==> src/rtl/evt_irq_pkg.sv <==
package evt_irq_pkg;
   // number of interrupt sources
   localparam int unsigned N_SRC = 5;

   // flag and mask bit positions; the host decodes these
   localparam int unsigned POS_SYNC = 7;
   localparam int unsigned POS_DEC  = 6;
   localparam int unsigned POS_IDLE = 5;
   localparam int unsigned POS_TXE  = 4;
   localparam int unsigned POS_TMR  = 3;
   localparam int unsigned POS_ERRG = 2;

   // source vector index (bit i of a source vector sits at POS_TMR + i)
   localparam int unsigned SRC_TMR  = 0;
   localparam int unsigned SRC_TXE  = 1;
   localparam int unsigned SRC_IDLE = 2;
   localparam int unsigned SRC_DEC  = 3;
   localparam int unsigned SRC_SYNC = 4;

   typedef logic [N_SRC-1:0] src_vec_t;

   // receive-side sources subject to error gating
   localparam src_vec_t RX_SRC = src_vec_t'(5'b11100);

   function automatic src_vec_t pack_src(input logic s_sync, input logic s_dec,
                                         input logic s_idle, input logic s_txe,
                                         input logic s_tmr);
      src_vec_t v;
      v           = '0;
      v[SRC_SYNC] = s_sync;
      v[SRC_DEC]  = s_dec;
      v[SRC_IDLE] = s_idle;
      v[SRC_TXE]  = s_txe;
      v[SRC_TMR]  = s_tmr;
      return v;
   endfunction
endpackage

==> src/rtl/evt_irq_flag_bank.sv <==
module evt_irq_flag_bank #(
   parameter int unsigned N = 5
) (
   input  logic         clk,
   input  logic         rst_n,
   input  logic [N-1:0] set_i,
   input  logic         clr_i,
   output logic [N-1:0] flags_o
);
   // one sticky cell per source; set beats clear
   for (genvar i = 0; i < N; i++) begin : g_cell
      logic cell_q;
      always_ff @(posedge clk or negedge rst_n) begin
         if (!rst_n) begin
            cell_q <= 1'b0;
         end else if (set_i[i]) begin
            cell_q <= 1'b1;
         end else if (clr_i) begin
            cell_q <= 1'b0;
         end
      end
      assign flags_o[i] = cell_q;
   end
endmodule

==> src/rtl/evt_irq_sec_timer.sv <==
module evt_irq_sec_timer #(
   parameter int unsigned TMR_W = 8
) (
   input  logic             clk,
   input  logic             rst_n,
   input  logic             load_i,
   input  logic [TMR_W-1:0] load_val_i,
   input  logic             tick_i,
   output logic             expire_o
);
   localparam logic [TMR_W-1:0] ONE  = TMR_W'(1);
   localparam logic [TMR_W-1:0] ZERO = '0;

   logic [TMR_W-1:0] cnt_q;
   logic             run_q;
   logic             last_tick;

   // the tick that takes the count from one to zero ends the run
   assign last_tick = run_q && tick_i && (cnt_q == ONE) && !load_i;
   assign expire_o  = last_tick;

   always_ff @(posedge clk or negedge rst_n) begin
      if (!rst_n) begin
         cnt_q <= ZERO;
         run_q <= 1'b0;
      end else if (load_i) begin
         cnt_q <= load_val_i;
         run_q <= (load_val_i != ZERO);
      end else if (run_q && tick_i) begin
         cnt_q <= cnt_q - ONE;
         if (cnt_q == ONE) begin
            run_q <= 1'b0;
         end
      end
   end
endmodule

==> src/rtl/evt_irq_gate.sv <==
module evt_irq_gate #(
   parameter int unsigned N       = 5,
   parameter bit          IRQ_REG = 1'b1,
   parameter logic [N-1:0] RX_SET = '0
) (
   input  logic         clk,
   input  logic         rst_n,
   input  logic [N-1:0] flags_i,
   input  logic [N-1:0] en_i,
   input  logic         errg_en_i,
   input  logic         blk_err_i,
   output logic         act_o
);
   logic [N-1:0] allow;
   logic         pend;

   // receive sources drop out when the block is in error and gating is off
   always_comb begin
      allow = en_i;
      if (!errg_en_i && blk_err_i) begin
         allow = en_i & ~RX_SET;
      end
   end

   assign pend = |(flags_i & allow);

   if (IRQ_REG) begin : g_reg
      logic act_q;
      always_ff @(posedge clk or negedge rst_n) begin
         if (!rst_n) begin
            act_q <= 1'b0;
         end else begin
            act_q <= pend;
         end
      end
      assign act_o = act_q;
   end else begin : g_comb
      logic unused_clk;
      assign unused_clk = clk ^ rst_n;
      assign act_o = pend;
   end
endmodule

==> src/rtl/evt_irq_timer.sv <==
module evt_irq_timer
   import evt_irq_pkg::*;
#(
   parameter int unsigned REG_W   = 8,
   parameter int unsigned TMR_W   = 8,
   parameter bit          IRQ_REG = 1'b1
) (
   input  logic             clk,
   input  logic             rst_n,
   input  logic             ev_sync,
   input  logic             ev_dec,
   input  logic             ev_idle,
   input  logic             ev_txe,
   input  logic             blk_err,
   input  logic             sec_tick,
   input  logic             tmr_wr,
   input  logic             mask_wr,
   input  logic [REG_W-1:0] wdata,
   input  logic             flag_rd,
   output logic [REG_W-1:0] flag_rdata,
   output logic             irq_n,
   output logic             irq_oe
);
   // elaboration-time parameter checks
   if (REG_W < POS_SYNC + 1) begin : g_bad_reg_w
      $error("REG_W too narrow for the flag layout");
   end
   if (TMR_W < 1 || TMR_W > REG_W) begin : g_bad_tmr_w
      $error("TMR_W must lie between 1 and REG_W");
   end

   src_vec_t flags;
   src_vec_t set_vec;
   src_vec_t en_q;
   logic     errg_q;
   logic     tmr_expire;
   logic     irq_act;

   // mask register
   always_ff @(posedge clk or negedge rst_n) begin
      if (!rst_n) begin
         en_q   <= '0;
         errg_q <= 1'b0;
      end else if (mask_wr) begin
         en_q   <= wdata[POS_SYNC:POS_TMR];
         errg_q <= wdata[POS_ERRG];
      end
   end

   evt_irq_sec_timer #(
      .TMR_W (TMR_W)
   ) u_timer (
      .clk        (clk),
      .rst_n      (rst_n),
      .load_i     (tmr_wr),
      .load_val_i (wdata[TMR_W-1:0]),
      .tick_i     (sec_tick),
      .expire_o   (tmr_expire)
   );

   assign set_vec = pack_src(ev_sync, ev_dec, ev_idle, ev_txe, tmr_expire);

   evt_irq_flag_bank #(
      .N (N_SRC)
   ) u_flags (
      .clk     (clk),
      .rst_n   (rst_n),
      .set_i   (set_vec),
      .clr_i   (flag_rd),
      .flags_o (flags)
   );

   evt_irq_gate #(
      .N       (N_SRC),
      .IRQ_REG (IRQ_REG),
      .RX_SET  (RX_SRC)
   ) u_gate (
      .clk       (clk),
      .rst_n     (rst_n),
      .flags_i   (flags),
      .en_i      (en_q),
      .errg_en_i (errg_q),
      .blk_err_i (blk_err),
      .act_o     (irq_act)
   );

   // flag register image; unused low bits read zero
   always_comb begin
      flag_rdata                   = '0;
      flag_rdata[POS_SYNC:POS_TMR] = flags;
   end

   // open-drain style pin: drive low when active, release otherwise
   assign irq_oe = irq_act;
   assign irq_n  = !irq_act;
endmodule

==> config.mk <==
export PLATFORM = sky130hd
export DESIGN_NAME = evt_irq_timer
export DESIGN_NICKNAME = d
export VERILOG_FILES = /design/src/rtl/evt_irq_pkg.sv /design/src/rtl/evt_irq_flag_bank.sv /design/src/rtl/evt_irq_sec_timer.sv /design/src/rtl/evt_irq_gate.sv /design/src/rtl/evt_irq_timer.sv
export SDC_FILE = /design/constraint.sdc
export NUM_CORES = 1
export LEC_CHECK = 0
export ABC_AREA = 0
export BUFFER_PORTS_ARGS = -buffer_cell sky130_fd_sc_hd__buf_2
export CAP_MARGIN = 20
export CORE_UTILIZATION = 50
export CTS_CLUSTER_SIZE = 40
export DETAILED_ROUTE_END_ITERATION = 12
export PLACE_DENSITY = 0.84
export SYNTH_ARGS = -nofsm -noshare
export SYNTH_HDL_FRONTEND = slang
export SYNTH_SLANG_ARGS = --single-unit
==> constraint.sdc <==
create_clock -name clk -period 2.36 [get_ports clk]
set_clock_uncertainty 0.05 [all_clocks]
set_input_delay 0.708 -clock clk [delete_from_list [all_inputs] [get_ports clk]]
set_output_delay 0.708 -clock clk [all_outputs]
set_load 0.1 [all_outputs]
==> out/qor.csv <==
stage,metric,value,unit
outcome,status,"finished, final reports clean",
drt,Starting DRT DRC Count,19,
cells_and_area,antenna diode instance count,0,
worst_setup_path,cell chain of the critical path,buf_2,
worst_setup_path,Crit path buffers/inverters,1,
cts,H-tree depth,1,
timing,Final period util,81.5,%
grt,first-pass GRT wire length,3190,um
timing,Max Clk Rate,0.520,GHz
synth,mapped cell area,0.00104,sq mm
cts,CTS sink count,21,
place,DPL Wire Length,1570,um
power_and_ir_drop,maximum vdd drop,0.000351,V
synth,asr flop ratio synth,100,%
drt,WL final,2080,um
cts,CTS Root Buffer Type,clkbuf_4,
grt,Overall Global Routing Usage,20.6,%
synth,top-count cell post-synth,dfrtp_1,
die,Core ar.,0.00196,sq mm
die,Rows,16,
worst_setup_path,worst endpoint data arrival time,1.17,ns
die,Die X,47.6,um
grt,vias in the first global route,744,
synth,"FF+latch count, synth",21,
worst_setup_path,CP endpoint kind,output pin,
place,Buffers on Ports,25,
die,die area,0.00227,sq mm
power_and_ir_drop,P_leak,0.000543,uW
drt,DR WL/cell,14.5,um
drt,number of remaining DRC errors,0,
cts,CTS Buffer Depth,2,
worst_setup_path,Reg2Reg Depth,3,
drt,detailed-route via count,817,
cells_and_area,Layout Utilization,59.3,%
grt,largest net degree at the start of global routing,22,
worst_setup_path,worst r2r src,u_timer.cnt_q[6],
synth,"EDFF count, synth",0,
cts,Post-CTS Resized,0,
timing,final setup fails,0,
timing,final worst slack,0.436,ns
grt,initial antenna violation count,0,
cts,CTS tree,done,
synth,Synth Flop Type,dfrtp_1,
cells_and_area,final non-filler cell area,0.00116,sq mm
timing,total negative slack,0,ns
place,placer congestion estimate,0.806,
cts,CTS buffer count,3,
power_and_ir_drop,PwrDens,695,mW/mm^2
synth,Area contributors post-synth,"dfrtp_1 50%, buf_4 5.8%, mux2_2 5.4%, a21o_1 3.6%, or4_1 3.6%",
synth,top-area cell type share of the netlist area,50.5,%
worst_setup_path,RR Endpoint,u_timer.run_q,
synth,sequential area share after synthesis,50.5,%
power_and_ir_drop,total chip power,809,uW
synth,Post-synth top cells,"21 x dfrtp_1, 8 x buf_4, 6 x inv_1, 6 x nand2_1",
cells_and_area,share of cells above drive strength 1,31.6,%
cells_and_area,Area growth syn-to-layout,11.8,%
cells_and_area,# fillers,184,
worst_setup_path,"setup slack, reg-to-reg",0.46,ns
drt,first-pass detailed-route iteration total,4,
timing,RSZ-0062 raised after global routing,false,
cells_and_area,nets,139,
synth,cell taking the most area after synthesis,dfrtp_1,
place,placed instance area,0.00114,sq mm
worst_setup_path,"slowest stage delay, CP",0.45,ns
timing,fin crit period,1.92,ns
worst_setup_path,Worst path top cell family by delay,buffers and inverters,
die,Die Ht,47.6,um
timing,Fin. Hold Viols,0,
die,initial core utilization,53.1,%
synth,yosys warns,0,
synth,post-synthesis cell count,97,
synth,synth unique cells,30,
grt,grt total ovfl,0,
cts,post-CTS setup buffer count,0,
cts,Clock transition at path regs,0.12,ns
drt,Routed Antenna Nets,0,
cts,Worst-Skew Late Latency,0.30,ns
worst_setup_path,"Req. time, crit path",1.60,ns
worst_setup_path,Startpoint Class,register,
drt,Via density,5.67,
synth,syn avg cell area,10.7,sq um
run,maxcap violations,0,
worst_setup_path,crit path max-delay cell type,buf_2,
cts,hold_buf cts,0,
worst_setup_path,critical path peak fanout,3,
worst_setup_path,WS Path Type,register to output pin,
place,"worst slack, placed",0.366,ns
timing,Final Slew Violations,0,
hold_path,HP Class,input pin to asynchronous set/reset pin,
die,IO Pins,29,
## report_power, final
group | total [uW] | switching [uW] | internal [uW]
logic | 217 | 158 | 58.6
registers | 420 | 26.9 | 393
clock network | 172 | 109 | 63.3
total | 809 | 294 | 515
## stage by stage
stage / hold slack, ns / std cells
finish: 0.285 / 144
global route: 0.310 / 144
CTS: 0.295 / 144
detailed placement: 0.441 / 140
global placement: 0.433 / 140
floorplan: 0.362 / 99
## metal layers
metal  up-vias  GRT usage (%)  wire (um)
li1        388              -          -
met1       380           28.3        898
met2        40           31.5       1030
met4         0           12.8         52
met3         9           2.26         98
met5         -              0          0
## how the worst max path moves through the flow
| stage | startpoint | end | slack [ns] | cells past startpoint |
|---|---|---|---|---|
| floorplan | u_gate.act_o | irq_n | 0.04 | 1 |
| global placement | sec_tick | u_timer.run_q | 0.43 | 4 |
| detailed placement | sec_tick | u_timer.run_q | 0.37 | 4 |
| CTS | u_flags.g_cell[0].cell_q | flag_rdata[3] | 0.43 | 1 |
| global route | u_gate.act_o | irq_n | 0.37 | 2 |
| finish | u_flags.g_cell[0].cell_q | flag_rdata[3] | 0.44 | 1 |
## placed cells by master, fill, tap and decap left out, types with 2 or more instances in the layout
cell	n
buf_2	25
dfrtp_1	21
inv_1	6
nand2_1	6
a21o_1	5
or4_1	5
mux2_2	5
nor2_1	4
a31oi_1	4
a21oi_1	3
o31ai_1	3
nand3_1	3
conb_1	3
clkbuf_4	3
o21ai_0	2
nor4_1	2
o211ai_1	2
ha_1	2
## sequential cells by signal, indices dropped and copies added (netlist names)
register / flops
en_q: 5
u_gate.act_o: 1
errg_q: 1
u_flags.g_cell.cell_q: 5
u_timer.cnt_q: 8
u_timer.run_q: 1
## cell type report
type / instances / area, sq um / area share [%]
sequential: 21 / 526 / 45.2
multi-input combinational: 61 / 429 / 36.9
timing repair buffer: 25 / 125 / 10.8
tap: 27 / 33.8 / 2.90
clock buffer: 3 / 22.5 / 1.94
inverter: 6 / 22.5 / 1.94
clock inverter: 1 / 5.00 / 0.430
## kinds of logic (layout without fill, tap and decap cells)
family | Yosys count | count (layout) | share of synthesized area [%]
simple gates | 26 | 26 | 15.0
flops | 21 | 21 | 50.5
mux | 5 | 5 | 5.41
other cells | 1 | 3 | 0.360
compound gates | 24 | 24 | 16.5
fa+ha+maj | 2 | 2 | 2.40
xor+xnor | 1 | 1 | 0.841
buf+inv | 17 | 35 | 9.01
Note: power is estimated with default switching activity, not from simulation.
